$ cat src/rtl/lsx_pkg.sv
package lsx_pkg;
  typedef enum logic [1:0] {
    SZ_BYTE = 2'b00,
    SZ_HALF = 2'b01,
    SZ_WORD = 2'b10,
    SZ_WALT = 2'b11
  } lsx_size_e;
endpackage

$ cat src/rtl/lsx_agen.sv
module lsx_agen #(
  parameter int ADDR_W = 32,
  parameter int OFF_W  = 16,
  parameter int LANES  = 4
) (
  input  logic [ADDR_W-1:0]         base,
  input  logic [OFF_W-1:0]          off,
  input  lsx_pkg::lsx_size_e        size,
  output logic [ADDR_W-1:0]         ea,
  output logic [ADDR_W-1:0]         word_addr,
  output logic [$clog2(LANES)-1:0]  lane,
  output logic                      misalign
);
  localparam int LW = $clog2(LANES);

  function automatic logic [ADDR_W-1:0] sext_off(input logic [OFF_W-1:0] o);
    return {{(ADDR_W-OFF_W){o[OFF_W-1]}}, o};
  endfunction

  function automatic logic bad_align(input lsx_pkg::lsx_size_e s,
                                     input logic [LW-1:0] lo);
    case (s)
      lsx_pkg::SZ_BYTE: return 1'b0;
      lsx_pkg::SZ_HALF: return lo[0];
      default:          return |lo;
    endcase
  endfunction

  always_comb begin
    ea        = base + sext_off(off);
    lane      = ea[LW-1:0];
    word_addr = {ea[ADDR_W-1:LW], {LW{1'b0}}};
    misalign  = bad_align(size, lane);
  end
endmodule

$ cat src/rtl/lsx_store_lane.sv
module lsx_store_lane #(
  parameter int DATA_W = 32
) (
  input  logic                        en,
  input  lsx_pkg::lsx_size_e          size,
  input  logic [$clog2(DATA_W/8)-1:0] lane,
  input  logic [DATA_W-1:0]           din,
  output logic [DATA_W/8-1:0]         be,
  output logic [DATA_W-1:0]           dout
);
  localparam int LANES = DATA_W / 8;

  always_comb begin
    be = '0;
    for (int i = 0; i < LANES; i++) begin
      case (size)
        lsx_pkg::SZ_BYTE: be[LANES-1-i] = en && (i == int'(lane));
        lsx_pkg::SZ_HALF: be[LANES-1-i] = en && ((i == int'(lane)) || (i == int'(lane) + 1));
        default:          be[LANES-1-i] = en;
      endcase
    end
  end

  always_comb begin
    case (size)
      lsx_pkg::SZ_BYTE: dout = {LANES{din[7:0]}};
      lsx_pkg::SZ_HALF: dout = {(LANES/2){din[15:0]}};
      default:          dout = din;
    endcase
  end
endmodule

$ cat src/rtl/lsx_load_extract.sv
module lsx_load_extract #(
  parameter int DATA_W = 32
) (
  input  logic [DATA_W-1:0]           rdata,
  input  lsx_pkg::lsx_size_e          size,
  input  logic                        sgn,
  input  logic [$clog2(DATA_W/8)-1:0] lane,
  output logic [DATA_W-1:0]           dout
);
  function automatic logic [DATA_W-1:0] widen8(input logic [7:0] b, input logic s);
    return {{(DATA_W-8){s & b[7]}}, b};
  endfunction

  function automatic logic [DATA_W-1:0] widen16(input logic [15:0] h, input logic s);
    return {{(DATA_W-16){s & h[15]}}, h};
  endfunction

  logic [DATA_W-1:0] top_aligned;

  always_comb begin
    top_aligned = rdata << {lane, 3'b000};
    case (size)
      lsx_pkg::SZ_BYTE: dout = widen8(top_aligned[DATA_W-1 -: 8], sgn);
      lsx_pkg::SZ_HALF: dout = widen16(top_aligned[DATA_W-1 -: 16], sgn);
      default:          dout = rdata;
    endcase
  end
endmodule

$ cat src/rtl/lsx_unit.sv
module lsx_unit #(
  parameter int ADDR_W = 32,
  parameter int DATA_W = 32,
  parameter int OFF_W  = 16
) (
  input  logic                 clk,
  input  logic                 rst_n,
  input  logic                 req_vld,
  input  logic                 req_st,
  input  logic [1:0]           req_size,
  input  logic                 req_sgn,
  input  logic [ADDR_W-1:0]    req_base,
  input  logic [OFF_W-1:0]     req_off,
  input  logic [DATA_W-1:0]    req_wdata,
  output logic                 mem_req,
  output logic                 mem_we,
  output logic [ADDR_W-1:0]    mem_addr,
  output logic [DATA_W/8-1:0]  mem_be,
  output logic [DATA_W-1:0]    mem_wdata,
  input  logic [DATA_W-1:0]    mem_rdata,
  output logic                 ld_vld,
  output logic [DATA_W-1:0]    ld_data,
  output logic                 err_pulse,
  output logic [ADDR_W-1:0]    bad_addr
);
  localparam int LANES = DATA_W / 8;
  localparam int LW    = $clog2(LANES);

  lsx_pkg::lsx_size_e size_w;
  logic [ADDR_W-1:0]  ea_w;
  logic [LW-1:0]      lane_w;
  logic               misalign_w;
  logic               accept_w;
  logic               fault_w;
  logic [DATA_W-1:0]  ext_w;

  logic               pend_q;
  lsx_pkg::lsx_size_e pend_size_q;
  logic               pend_sgn_q;
  logic [LW-1:0]      pend_lane_q;
  logic               ld_vld_q;
  logic [DATA_W-1:0]  ld_data_q;
  logic               err_q;
  logic [ADDR_W-1:0]  bad_q;

  assign size_w = lsx_pkg::lsx_size_e'(req_size);

  lsx_agen #(.ADDR_W(ADDR_W), .OFF_W(OFF_W), .LANES(LANES)) agen_i (
    .base      (req_base),
    .off       (req_off),
    .size      (size_w),
    .ea        (ea_w),
    .word_addr (mem_addr),
    .lane      (lane_w),
    .misalign  (misalign_w)
  );

  assign accept_w = req_vld && !misalign_w;
  assign fault_w  = req_vld && misalign_w;
  assign mem_req  = accept_w;
  assign mem_we   = accept_w && req_st;

  lsx_store_lane #(.DATA_W(DATA_W)) st_i (
    .en   (accept_w),
    .size (size_w),
    .lane (lane_w),
    .din  (req_wdata),
    .be   (mem_be),
    .dout (mem_wdata)
  );

  lsx_load_extract #(.DATA_W(DATA_W)) ld_i (
    .rdata (mem_rdata),
    .size  (pend_size_q),
    .sgn   (pend_sgn_q),
    .lane  (pend_lane_q),
    .dout  (ext_w)
  );

  always_ff @(posedge clk) begin
    if (!rst_n) begin
      pend_q      <= 1'b0;
      pend_size_q <= lsx_pkg::SZ_BYTE;
      pend_sgn_q  <= 1'b0;
      pend_lane_q <= '0;
      ld_vld_q    <= 1'b0;
      ld_data_q   <= '0;
      err_q       <= 1'b0;
      bad_q       <= '0;
    end else begin
      pend_q   <= accept_w && !req_st;
      ld_vld_q <= pend_q;
      err_q    <= fault_w;
      if (accept_w && !req_st) begin
        pend_size_q <= size_w;
        pend_sgn_q  <= req_sgn;
        pend_lane_q <= lane_w;
      end
      if (pend_q)  ld_data_q <= ext_w;
      if (fault_w) bad_q     <= ea_w;
    end
  end

  assign ld_vld    = ld_vld_q;
  assign ld_data   = ld_data_q;
  assign err_pulse = err_q;
  assign bad_addr  = bad_q;
endmodule

$ cat config.mk
export PLATFORM = sky130hd
export DESIGN_NAME = lsx_unit
export DESIGN_NICKNAME = d
export VERILOG_FILES = /design/src/rtl/lsx_pkg.sv /design/src/rtl/lsx_agen.sv /design/src/rtl/lsx_store_lane.sv /design/src/rtl/lsx_load_extract.sv /design/src/rtl/lsx_unit.sv
export SDC_FILE = /design/constraint.sdc
export NUM_CORES = 1
export LEC_CHECK = 0
export ABC_AREA = 1
export BUFFER_PORTS_ARGS = -buffer_cell sky130_fd_sc_hd__buf_2
export CORE_UTILIZATION = 34
export DETAILED_ROUTE_END_ITERATION = 10
export PLACE_DENSITY_LB_ADDON = 0.15
export SETUP_SLACK_MARGIN = 0.2
export SLEW_MARGIN = 20
export SYNTH_ARGS = -nofsm -noshare
export SYNTH_HDL_FRONTEND = slang
export SYNTH_SLANG_ARGS = --single-unit
$ cat constraint.sdc
create_clock -name clk -period 3 [get_ports clk]
set_clock_uncertainty 0.1 [all_clocks]
set_input_delay 0.45 -clock clk [delete_from_list [all_inputs] [get_ports clk]]
set_output_delay 0.45 -clock clk [all_outputs]
set_load 0.01 [all_outputs]
; Yosys cells after proc, flatten, opt, wreduce, memory -nomap -nowiden
; Index checks and enable logic that the tools add are counted.
[totals]
ram_bits = 0
wordCells = 50
mem_count = 0
register_bits = 72
rom_bits = 0
latch_bits = 0
out_inout_bits = 136
[classes]
bitwise_logic = 1
n_mux = 7
n_reduce_logical = 23
addsub = 2
div = 0
n_mul = 0
shift = 1
n_eq_ne = 8
order_cmp = 0
[op_table]
columns = operator, count
row1 = $pmux 32 s2, 2
row2 = $eq 3x32->1 const A, 2
row3 = $add 32x32->32, 1
row4 = $eq 2x32->1 const A, 1
row5 = $logic_not 32->1, 1
row6 = $shl 32x5->32, 1
row7 = $logic_and 1x1->1, 12
row8 = $pmux 1 s2, 5
row9 = $logic_not 2->1, 3
row10 = $eq 2x1->1 const B, 2
row11 = $eq 2x2->1 const A, 2
row12 = $logic_or 1x1->1, 4
row13 = $add 2x1->3 const B, 1
row14 = $eq 1x2->1 const A, 1
row15 = $logic_not 1->1, 2
row16 = $reduce_or 2->1, 1
row17 = $and 1x1->1, 1

; Depth between registers and ports, before layout
; Gate-level depths: netlist of the first run.
[logic_depth]
ltp_word = 7
ltp_mapped = 15
ltp_nobuf = 15

; Cells and area by module
; From an unflattened synthesis of the first run, not the netlist that was laid out.
[hier_totals]
hier_cells = 1147
area_unflattened_um2 = 6593.8
[modules_own_cells]
columns = module, seq_area_each_um2, instances, area_each_um2, cells_each
row1 = lsx_agen, 0.0, 1, 2656.3, 532
row2 = lsx_unit, 1441.4, 1, 2553.7, 324
row3 = lsx_load_extract, 0.0, 1, 837.1, 180
row4 = lsx_store_lane, 0.0, 1, 546.8, 111

; Least setup slack after synthesis of the first run
; No wires, ideal clock.
[synth_path]
kind = input to output
startpoint = input port req_base[0]
endpoint = output port mem_be[1]
path_stages = 8
n_path_buf = 0
arrival_time_ps = 2028
setup_slack_ps = 422
required_time_ps = 2450
path_cell_list = ha_1 -> fa_1 -> inv_1 -> ha_1 -> o21ai_4 -> nor2_4 -> o21ai_0 -> a21oi_1
[synth_via]
elab_chain_cells = 7
[synth_rtl]
columns = item, line_no
row1 = from (decl), lsx_unit.sv:12  ; input logic [ADDR_W-1:0] req_base,
row2 = $add 32x32->32 *, lsx_agen.sv:30  ; ea = base + sext_off(off);
row3 = named net agen_i.ea[1], lsx_agen.sv:9  ; output logic [ADDR_W-1:0] ea,
row4 = $reduce_or 2->1 *, lsx_agen.sv:25  ; default: return |lo;
row5 = $pmux 1 s2 *, lsx_agen.sv:22  ; case (s)
row6 = $logic_not 1->1 *, lsx_unit.sv:58  ; assign accept_w = req_vld && !misalign_w;
row7 = $logic_and 1x1->1 *, lsx_unit.sv:58
row8 = named net mem_req, lsx_unit.sv:15  ; output logic mem_req,
row9 = "$logic_and 1x1->1, on equally long branches", "lsx_store_lane.sv:18, lsx_store_lane.sv:17"
row10 = $pmux 1 s2 *, lsx_store_lane.sv:16  ; case (size)
row11 = to (decl), lsx_unit.sv:18  ; output logic [DATA_W/8-1:0] mem_be,
; The timed path passes the listed nets; every way through them passes the cells marked *.

; Final worst setup path of the first run
[layout_path]
startpoint = input port req_base[6]
endpoint = output port mem_addr[15]
[layout_via]
elab_chain_cells = 1
[layout_rtl]
columns = item, line_no
row1 = $add 32x32->32, lsx_agen.sv:30
row2 = to (decl), lsx_unit.sv:17  ; output logic [ADDR_W-1:0] mem_addr,
; No other way between the ends.

==> metrics.md, run 1 <==
| Metric | Value |
|---|---|
| Highest clock rate | 365.5 MHz |
| Sw frac | 36.42% |
| Part of the power in registers | 30.2% |
| Post-synthesis cell count | ~1100 |
| Initial DRC Count | 408 |
| P&R area growth vs syn | 24.95% |
| Row cnt | just under 50 |
| First-pass GRT wire length | 32750 um |
| Critical Path End Type | primary output |
| Comb pwr share | 36.4% |
| CTS tree | built |
| Hold_sp | rst_n |
| Final Hold Viols | 0 |
| Hpwl dp | 16510 um |
| TNS Setup | 0 ns |
| Failing checks | DRC |
| Vias in the first global route | 6497 |
| Final period util | 91.20% |
| FF-to-FF setup slack | approximately 0.98 ns |
| Vias | 7146 |
| RSZ-0062 raised after global routing | yes |
| Hold Crit Depth | 3 |
| R2R cell count | 6 |
| Tmin final | 2.736 ns |
| Nets | 1442 |
| Gpl congestion | slightly below 0.9 |
| Core box area | roughly 0.018 mm2 |
| GRT met2 Usage | 36.37% |
| Slew Viols, Final | 0 |
| Initial antenna violation count | 0 |
| CTS sink cnt | 72 |
| Die Wd | ~140 um |
| ANT cells | 0 |
| Post-DP Area | 0.007581 mm2 |
| Via density per instance | 4.698 |
| Synthesized area | 0.006410 mm2 |
| EDFF count, synth | 0 |
| DR pass1 iterations | 7 |
| Fin cells | 1521 |
| Asr flop ratio synth | 0% |
| Clock transition at the registers of the reported paths | approximately 0.06 ns |
| Total Wirelength | 20560 um |
| #FFs+latches synth | 72 |
| R2r endpoint | ld_data[2]$_SDFFE_PN0P_ |
| Post-Place Cells | 1504 |
| Gr usage total | between 20% and 30% |
| Port bufs | 252 |
| Hold Path End | pend_q$_SDFF_PN0_ |
| Final setup vio count | 0 |
| Worst Path Required | 2.45 ns |
| Reg-to-Reg Start | pend_lane_q[1]$_SDFFE_PN0P_ |
| Ys flop type | dfxtp_1 |
| Worst slew pin tran | ~0.74 ns |
| Post-CTS Hold Buffers | 0 |
| WL/cell | approximately 14 um |
| Die area | 0.01941 mm2 |
| Initial Utilization | 35.20% |
| Worst Path Arrival | between 2 and 2.5 ns |
| Largest net degree at the start of global routing | 42 |
| Maximum fanout along the worst path | 4 |
| Clk root buf | clkbuf_16 |
| Final hold slack | 0.2901 ns |
| P_sw | 0.001279 W |
| Syn Area/Cell | between 5 and 6 um2 |
| I/O pins | roughly 260 |
| Clk buf depth | 2 |
| CTS buffer count | 9 |
| Crit Path Category | primary input to primary output |
| Status | finished, violations left |
| Design Power | 0.003511 W |
| Startpoint Class | primary input |
| DRC errors left | 1 |
| Met3 usage | 3.200% |
| Synth unique cells | 45 |
| CTS H-tree depth | 3 |
| Cell area power density | 438.4 mW/mm2 |
| Max-slew headroom | between 50% and 60% |
| Grt ovf | 0 |
| Layout cell share with drive strength beyond 1 | roughly 25% |
| Internal power | about 0.0022 W |
| Clock power share | roughly 33% |
| Leak | 4.708 nW |
| MaxCap Viol Count | 0 |
| Sequential area share after synthesis | 22.49% |
| Hold Path Class | primary input to register |
| Synth warn | 0 |
| Max rail drop VDD | 0.0002765 V |
| Clock latency on the worst-skew pair | 0.33 ns |
| Die Ht | about 140 um |
| Grt met1 use | 26.75% |
| Post-route cell area | 0.008009 mm2 |
| Most Crowded Layer GR | met2 |
| Post-DRT Antenna Nets | 0 |
metrics by stage:
stage                     worst slack (ns)  util [%]
after floorplan                     0.4217         -
after global placement              0.1868     41.63
after detailed placement            0.1559     41.63
after CTS                           0.2142     43.51
after global routing                0.1425     43.98
final                               0.2640     43.98
sequential cells by signal, indices dropped and copies added (netlist names):
name / count
bad_addr: 32
err_pulse: 1
pend_sgn_q: 1
pend_q: 1
pend_size_q: 2
pend_lane_q: 2
ld_vld: 1
ld_data: 32
worst max-delay path, stage by stage:
cell	delay [ns]
buf_2	0.10
ha_1	0.35
nand2_1	0.16
nor2_1	0.17
nand3_1	0.09
nand2_1	0.13
nand2_1	0.08
nand2_2	0.12
xor2_1	0.33
buf_2	0.20
cells by family (layout without fill, tap and decap cells):
family	Yosys count	count (layout)	synth area share, %
flip-flops	72	72	22.49
other	1	2	0.05850
AO/OA/AOI/OAI	165	165	15.09
buffers and inverters	247	455	18.06
AND/OR/NAND/NOR	540	540	34.02
adder cells (fa/ha/maj)	36	36	7.144
XOR/XNOR	15	15	2.050
multiplexers	7	7	1.093
per-layer routing:
| layer | vias to the layer above | part of all wire [%] | wire [um] |
|---|---|---|---|
| met5 | - | 0 | 0 |
| met4 | 0 | 1.3 | 277 |
| met1 | 3145 | 45 | 9244 |
| met2 | 202 | 48 | 9902 |
| li1 | 3783 | - | - |
| met3 | 16 | 5.5 | 1133 |
synth_stat cells (8+ instances only):
master     instances  area share [%]
o211ai_1          12             1.4
nand2_1          352              21
a21oi_1           38             3.0
buf_2              8            0.62
a31oi_1           23             2.2
dfxtp_1           72              22
ha_1              35             6.8
o2111ai_1          8             1.1
o21ai_0           64             5.0
nor2_1           116             6.8
inv_1            170              10
o22ai_1            8            0.78
buf_4             42             4.9
clkbuf_1          18             1.1
nand3_1           54             4.2
xor2_1            12             1.6
placed cells by master, fill, tap and decap left out, drive strengths merged:
| master | Yosys | layout |
|---|---|---|
| a21o | 1 | 1 |
| a21oi | 40 | 40 |
| a31oi | 23 | 23 |
| a41oi | 1 | 1 |
| buf | 55 | 264 |
| bufinv | 0 | 2 |
| clkbuf | 18 | 11 |
| clkinv | 0 | 1 |
| clkinvlp | 0 | 1 |
| conb | 1 | 2 |
| dfxtp | 72 | 72 |
| fa | 1 | 1 |
| ha | 35 | 35 |
| inv | 174 | 176 |
| mux2i | 7 | 7 |
| nand2 | 357 | 357 |
| nand3 | 55 | 55 |
| nand3b | 1 | 1 |
| nand4 | 5 | 5 |
| nor2 | 119 | 119 |
| nor3 | 3 | 3 |
| o2111ai | 8 | 8 |
| o211ai | 12 | 12 |
| o21ai | 67 | 67 |
| o21bai | 4 | 4 |
| o22ai | 8 | 8 |
| o31ai | 1 | 1 |
| xnor2 | 3 | 3 |
| xor2 | 12 | 12 |
what timing repair did:
item	in CTS	in global routing
endpoints found under the setup margin	3	20
setup buffers	0	1
endpoints found under the hold margin	0	0
gates resized for setup	4	26
pin swaps	0	1
power by group through the flow:
| stage | logic (W) | clock network [W] | registers (W) |
|---|---|---|---|
| 2_1_floorplan | 0.000869 | 0 | 0.00111 |
| 3_3_place_gp | 0.00125 | 0 | 0.00108 |
| 3_5_place_dp | 0.00126 | 0 | 0.00108 |
| 4_1_cts | 0.00127 | 0.00121 | 0.00106 |
| 5_1_grt | 0.00143 | 0.00124 | 0.00107 |
| 6_report | 0.00128 | 0.00117 | 0.00106 |
cell type report:
class | instances | area, um2
tap | 229 | 286.5
clock buffer | 10 | 229.0
multi-input combinational | 765 | 3914
sequential | 72 | 1443
fill | 2057 | 10200
clock inverter | 6 | 90.09
timing repair buffer | 265 | 1374
inverter | 174 | 673.1
worst max-delay path by stage:
stage | slack [ns] | to | start | cells past startpoint
3_5_place_dp | 0.16 | mem_addr[12] | req_base[0] | 10
2_1_floorplan | 0.42 | mem_be[1] | req_base[0] | 8
5_1_grt | 0.14 | mem_addr[24] | req_off[15] | 11
3_3_place_gp | 0.19 | mem_addr[28] | req_base[0] | 12
4_1_cts | 0.21 | mem_addr[24] | req_base[0] | 12
6_report | 0.26 | mem_addr[15] | req_base[6] | 10
Note: power is estimated with default switching activity, not from simulation.
==> run 2, diff against run 1 <==
--- a/config.mk
+++ b/config.mk
@@ -9,7 +9,8 @@
 export BUFFER_PORTS_ARGS = -buffer_cell sky130_fd_sc_hd__buf_2
 export CORE_UTILIZATION = 34
 export DETAILED_ROUTE_END_ITERATION = 10
-export PLACE_DENSITY_LB_ADDON = 0.15
+export GPL_TIMING_DRIVEN = 0
+export PLACE_DENSITY = 0.7
 export SETUP_SLACK_MARGIN = 0.2
 export SLEW_MARGIN = 20
 export SYNTH_ARGS = -nofsm -noshare
==> run 2 against run 1 <==
The run now ends clean. Via count is 5.4% higher. Sequential share of layout area is 0.90 points lower. Critical endpoint is now mem_addr[24]. Hold slack better by 0.025 ns. First-iteration DRC count is 1.7% lower. Combinational power is 12% higher. Critical path type unchanged. Register-to-register slack better by 0.13 ns.
==> metrics.md, run 2 (same netlist as run 1, synthesis figures left out) <==
| Metric | Value |
|---|---|
| Status | finished, final reports clean (was finished, violations left) |
| P&R area growth vs syn | 31.43% (was 24.95%) |
| Slowest stage delay, CP | 0.39 ns (was 0.35 ns) |
| Initial antenna violation count | 0 (unchanged) |
| Nets | 1504 (was 1442) |
| I/O pins | 255 (unchanged) |
| Clock latency on the worst-skew pair | 0.33 ns (about the same) |
| CTS sink cnt | 72 (unchanged) |
| Most Crowded Layer GR | met2 (unchanged) |
| Total Wirelength | 21840 um (was 20560 um) |
| Commonest non-fill, non-tap cells in the layout | nand2_1 (346), buf_2 (258), inv_1 (169) (was nand2_1 (349), buf_2 (251), inv_1 (170)) |
| Slowest cell on crit path | fa_2 (was ha_1) |
| Vias in the first global route | 6773 (was 6497) |
| Worst path top cell family by delay | simple AND/OR/NAND/NOR gates (unchanged) |
| Core box area | 0.01821 mm2 (unchanged) |
| Initial Utilization | 35.20% (unchanged) |
| Via density per instance | 4.759 (was 4.698) |
| ANT cells | 0 (unchanged) |
| Die Ht | 139.3 um (unchanged) |
| MaxCap Viol Count | 0 (unchanged) |
| Worst Path Arrival | 2.19 ns (about the same) |
| Hpwl dp | 18190 um (was 16510 um) |
| Gr usage total | 22.04% (was 20.91%) |
| Fill cell count | 1941 (was 2057) |
| Die area | 0.01941 mm2 (unchanged) |
| Critical path's most frequent cell | nand2_1 (unchanged) |
| TNS Setup | 0 ns (unchanged) |
| Max rail drop VDD | 0.0002375 V (was 0.0002765 V) |
| Fin util | 46.27% (was 43.98%) |
| Final worst-path setup slack | 0.2614 ns (was 0.2640 ns) |
| Clk buf depth | 2 (unchanged) |
| Slew Viols, Final | 0 (unchanged) |
| Cell area power density | 439.6 mW/mm2 (was 438.4 mW/mm2) |
| Grt ovf | 0 (unchanged) |
| CTS H-tree depth | 3 (unchanged) |
| Port bufs | 251 (was 252) |
| GRT met2 Usage | 39.12% (was 36.37%) |
| Initial DRC Count | 401 (was 408) |
| Max-slew headroom | 51.96% (was 50.13%) |
| Final setup vio count | 0 (unchanged) |
| Vias | 7533 (was 7146) |
| Commonest non-fill, non-tap cell in the layout | nand2_1 (unchanged) |
| Tmin final | 2.739 ns (was 2.736 ns) |
| WL/cell | 13.80 um (was 13.52 um) |
| Met3 usage | 2.340% (was 3.200%) |
| Leak | 4.958 nW (was 4.708 nW) |
| Crit Path Category | primary input to primary output (unchanged) |
| DR pass1 iterations | 5 (was 7) |
| Maximum fanout along the worst path | 4 (unchanged) |
| Startpoint Class | primary input (unchanged) |
| CTS tree | built (unchanged) |
| Layout cell share with drive strength beyond 1 | 27.18% (was 25.31%) |
| Clock transition at the registers of the reported paths | 0.06 ns (about the same) |
| Die Wd | 139.3 um (unchanged) |
| Grt met1 use | 28.14% (was 26.75%) |
| Final Hold Viols | 0 (unchanged) |
| Highest clock rate | 365.2 MHz (was 365.5 MHz) |
| First-pass GRT wire length | 34260 um (was 32750 um) |
| Setup WS pre-CTS | -0.009660 ns (was 0.1559 ns) |
| CTS buffer count | 9 (unchanged) |
| Hold Path Class | primary input to register (unchanged) |
| Gpl congestion | 0.9093 (was 0.8663) |
| Buf+Inv Stages, Crit Path | 3 (was 2) |
| Post-DRT Antenna Nets | 0 (unchanged) |
| Worst slew pin tran | 0.7180 ns (was 0.7436 ns) |
| Final period util | 91.29% (was 91.20%) |
| Largest net degree at the start of global routing | 18 (was 42) |
| RSZ-0062 raised after global routing | yes (unchanged) |
| Worst Path Required | 2.45 ns (about the same) |
| Row cnt | 49 (unchanged) |
| Critical Path End Type | primary output (unchanged) |
| Crit-path cells | buf_2 > ha_2 > fa_2 > nand3_2 > nand3_2 > nand2_2 > nand2_1 > nand3_1 > nand3_1 > nand2_1 > nand2_1 > buf_4 > buf_2 (was buf_2 > ha_1 > nand2_1 > nor2_1 > nand3_1 > nand2_1 > nand2_1 > nand2_2 > xor2_1 > buf_2) |
| DRC errors left | 0 (was 1) |
| Clk root buf | clkbuf_16 (unchanged) |
-- run 2: cell count changes in the layout (fill, tap and decap cells not counted), sizes merged --
cell      change
inv           -2
clkinvlp      -1
clkbuf       +16
clkinv        +3
buf          +45
bufinv        +1
-- run 2: worst paths after layout --
check                           cells after the start  slack, ns                        start                       end
worst max-delay path                               13       0.26                  req_base[0]              mem_addr[24]
worst min-delay path                                3       0.32                      req_sgn   pend_sgn_q$_SDFFE_PN0P_
worst max register to register                      6       1.11  pend_size_q[1]$_SDFFE_PN0P_  ld_data[14]$_SDFFE_PN0P_
worst min register to register                      2       0.38      ld_data[6]$_SDFFE_PN0P_   ld_data[6]$_SDFFE_PN0P_
-- run 2: what timing repair did --
action                     4_1_cts  5_1_grt
resized for setup                7       23
setup buffers                    1        2
pin swaps                        1        1
hold buffers                     0        0
setup endpoints to repair       13       24
-- run 2: stage by stage --
step                hold WS [ns]  cells  area [um2]  power (W)
finish                    0.3151   1583        8424   0.003704
floorplan                 0.3992   1084        6414   0.001975
global route              0.3206   1583        8424   0.003942
detailed placement        0.3661   1564        7956   0.002474
CTS                       0.2977   1581        8327   0.003715
global placement          0.3627   1564        7956   0.002462
-- run 2: power breakdown --
| group | leakage (nW) | switching (W) | total, W | internal [W] |
|---|---|---|---|---|
| sequential | 0.589 | 0.0000390 | 0.00106 | 0.00102 |
| clock | 0.169 | 0.000406 | 0.00121 | 0.000806 |
| combinational | 4.20 | 0.000842 | 0.00143 | 0.000586 |
-- run 2: area by class of cell --
type	count	area [um2]	share of cell area [%]
multi-input cells	765	3919	46.52
flip-flops and latches	72	1441	17.11
clock inverters	7	110.1	1.307
well taps	229	286.5	3.401
inverters	174	673.1	7.990
repair buffers	254	1285	15.25
plain buffers	73	484.2	5.748
clock buffers	9	225.2	2.673
-- run 2: routing by layer --
metal | up-vias | part of all wire [%]
met5 | - | 0
met4 | 0 | 1.3
li1 | 3917 | -
met1 | 3353 | 44
met2 | 242 | 49
met3 | 21 | 5.7
-- run 2: tightest hold or removal path, cell delays in order --
cell     delay, ns
buf_2         0.08
o21ai_0       0.07
a21oi_1       0.11
==> run 3, diff against run 2 <==
--- a/config.mk
+++ b/config.mk
@@ -7,10 +7,10 @@
 export LEC_CHECK = 0
 export ABC_AREA = 1
 export BUFFER_PORTS_ARGS = -buffer_cell sky130_fd_sc_hd__buf_2
-export CORE_UTILIZATION = 34
+export CORE_UTILIZATION = 50
 export DETAILED_ROUTE_END_ITERATION = 10
 export GPL_TIMING_DRIVEN = 0
-export PLACE_DENSITY = 0.7
+export PLACE_DENSITY = 0.93
 export SETUP_SLACK_MARGIN = 0.2
 export SLEW_MARGIN = 20
 export SYNTH_ARGS = -nofsm -noshare
==> run 3 against run 2 <==
Hold slack got worse by 0.0087 ns. Core utilization grew 21 points. Fmax up 0.35%. Critical path type unchanged. Critical endpoint unchanged. Largest power group unchanged. Highest routed layer unchanged.
==> metrics.md, run 3 (same netlist as run 1, synthesis figures left out) <==
| Metric | Value |
|---|---|
| Status | finished, final reports clean (unchanged) |
| RSZ-0062 raised after global routing | yes (unchanged) |
| Clock latency on the worst-skew pair | 0.33 ns (about the same) |
| Hpwl dp | 16630 um (was 18190 um) |
| Worst Path Arrival | 2.18 ns (was 2.19 ns) |
| Die area | 0.01328 mm2 (was 0.01941 mm2) |
| Vias in the first global route | 6882 (was 6773) |
| Clk buf depth | 2 (unchanged) |
| GRT met2 Usage | 52.41% (was 39.12%) |
| Gr usage total | 30.30% (was 22.04%) |
| Largest net degree at the start of global routing | 18 (unchanged) |
| Maximum fanout along the worst path | 4 (unchanged) |
| Commonest non-fill, non-tap cell in the layout | nand2_1 (unchanged) |
| Port bufs | 251 (unchanged) |
| Crit Path Category | primary input to primary output (unchanged) |
| Final setup vio count | 0 (unchanged) |
| Row cnt | 40 (was 49) |
| Critical Path End Type | primary output (unchanged) |
| Critical path's most frequent cell | nand2_1 (unchanged) |
| MaxCap Viol Count | 0 (unchanged) |
| DR pass1 iterations | 7 (was 5) |
| Core box area | 0.01226 mm2 (was 0.01821 mm2) |
| DRC errors left | 0 (unchanged) |
| Via density per instance | 5.133 (was 4.759) |
| Worst slew pin tran | 0.6911 ns (was 0.7180 ns) |
| ANT cells | 0 (unchanged) |
| Tmin final | 2.729 ns (was 2.739 ns) |
| FF-to-FF setup slack | 1.15 ns (was 1.11 ns) |
| Highest clock rate | 366.4 MHz (was 365.2 MHz) |
| Post-DRT Antenna Nets | 0 (unchanged) |
| WL/cell | 13.39 um (was 13.80 um) |
| Clock transition at the registers of the reported paths | 0.06 ns (about the same) |
| Die Ht | 115.2 um (was 139.3 um) |
| I/O pins | 255 (unchanged) |
| Nets | 1504 (unchanged) |
| Max-slew headroom | 53.76% (was 51.96%) |
| Met3 usage | 4.481% (was 2.340%) |
| Initial DRC Count | 636 (was 401) |
| Commonest non-fill, non-tap cells in the layout | nand2_1 (347), buf_2 (258), inv_1 (169) (was nand2_1 (346), buf_2 (258), inv_1 (169)) |
| CTS buffer count | 9 (unchanged) |
| Leak | 4.916 nW (was 4.958 nW) |
| Crit-path cells | buf_2 > ha_2 > fa_2 > nand3_1 > nand3_2 > nand2_1 > nand2_1 > nand3_2 > nand3_1 > nand2_1 > nand2_1 > buf_4 > buf_2 (was buf_2 > ha_2 > fa_2 > nand3_2 > nand3_2 > nand2_2 > nand2_1 > nand3_1 > nand3_1 > nand2_1 > nand2_1 > buf_4 > buf_2) |
| Max rail drop VDD | 0.0002464 V (was 0.0002375 V) |
| Clk root buf | clkbuf_16 (unchanged) |
| Die Wd | 115.2 um (was 139.3 um) |
| Vias | 7813 (was 7533) |
| Slowest stage delay, CP | 0.39 ns (about the same) |
| Fill cell count | 1117 (was 1941) |
| First-pass GRT wire length | 31930 um (was 34260 um) |
| TNS Setup | 0 ns (unchanged) |
| P&R area growth vs syn | 29.55% (was 31.43%) |
| Initial antenna violation count | 0 (unchanged) |
| Grt met1 use | 36.69% (was 28.14%) |
| Final period util | 90.97% (was 91.29%) |
| Startpoint Class | primary input (unchanged) |
| Gpl congestion | 0.9859 (was 0.9093) |
| Most Crowded Layer GR | met2 (unchanged) |
| Layout cell share with drive strength beyond 1 | 27.77% (was 27.18%) |
| Total Wirelength | 20370 um (was 21840 um) |
| Worst Path Required | 2.45 ns (about the same) |
| CTS sink cnt | 72 (unchanged) |
| Initial Utilization | 52.28% (was 35.20%) |
| Slowest cell on crit path | fa_2 (unchanged) |
| Slew Viols, Final | 0 (unchanged) |
| Grt ovf | 0 (unchanged) |
| Post-route cell area | 0.008304 mm2 (was 0.008424 mm2) |
| CTS tree | built (unchanged) |
| CTS H-tree depth | 3 (unchanged) |
| Hold Path Class | primary input to register (unchanged) |
| Post-DP Area | 0.007880 mm2 (was 0.007956 mm2) |
| Final Hold Viols | 0 (unchanged) |
| Cell area power density | 418.5 mW/mm2 (was 439.6 mW/mm2) |
==> run 3: per-stage QoR <==
step           total power, W  utilization [%]  instances  worst slack (ns)  hold slack [ns]
2_1_floorplan        0.001975                -       1084            0.4217           0.3992
3_3_place_gp         0.002425            64.27       1503           0.01743           0.3624
3_5_place_dp         0.002450            64.27       1503          -0.02891           0.3667
4_1_cts              0.003442            66.67       1520            0.1968           0.2922
5_1_grt              0.003684            67.72       1522            0.1706           0.3021
6_report             0.003475            67.72       1522            0.2709           0.3064
==> run 3: critical path: cells and delay by family <==
family / cells / cell delay, ns
and+or+nand+nor: 8 / 0.76
adders and majority gates: 2 / 0.59
buffers and inverters: 3 / 0.36
==> run 3: path summary, 6_finish.rpt <==
path	cells after the start	endpoint	start
min	3	ld_data[31]$_SDFFE_PN0P_	mem_rdata[31]
max reg2reg	6	ld_data[15]$_SDFFE_PN0P_	pend_size_q[1]$_SDFFE_PN0P_
max	13	mem_addr[24]	req_base[0]
min reg2reg	2	bad_addr[2]$_SDFFE_PN0P_	bad_addr[2]$_SDFFE_PN0P_
==> run 3: cell type report <==
type | count | area [um2] | share of cell area, %
Clock inverter | 7 | 47.55 | 0.5725
Clock buffer | 9 | 225.2 | 2.712
Tap cell | 168 | 210.2 | 2.531
Timing Repair Buffer | 254 | 1285 | 15.47
Buffer | 73 | 484.2 | 5.831
Sequential cell | 72 | 1441 | 17.36
Inverter | 174 | 673.1 | 8.106
Multi-Input combinational cell | 765 | 3938 | 47.42
==> run 3: layer usage <==
layer | up-vias | wire (um)
li1 | 3911 | -
met1 | 3463 | 8605
met2 | 374 | 9630
met3 | 65 | 1329
met4 | 0 | 807
met5 | - | 0
==> run 3: what timing repair did <==
action | 4_1_cts | 5_1_grt
setup buffers | 1 | 2
resized for setup | 6 | 32
pin swaps | 1 | 2
cloned | 0 | 0
hold buffers | 0 | 0
endpoints found under the setup margin | 11 | 18
endpoints found under the hold margin | 0 | 0
==> run 3: where the power goes <==
group,switching [W],internal [W]
Sequential,0.0000375,0.00102
Clock,0.000424,0.000559
Combinational,0.000844,0.000587
Total,0.00131,0.00217
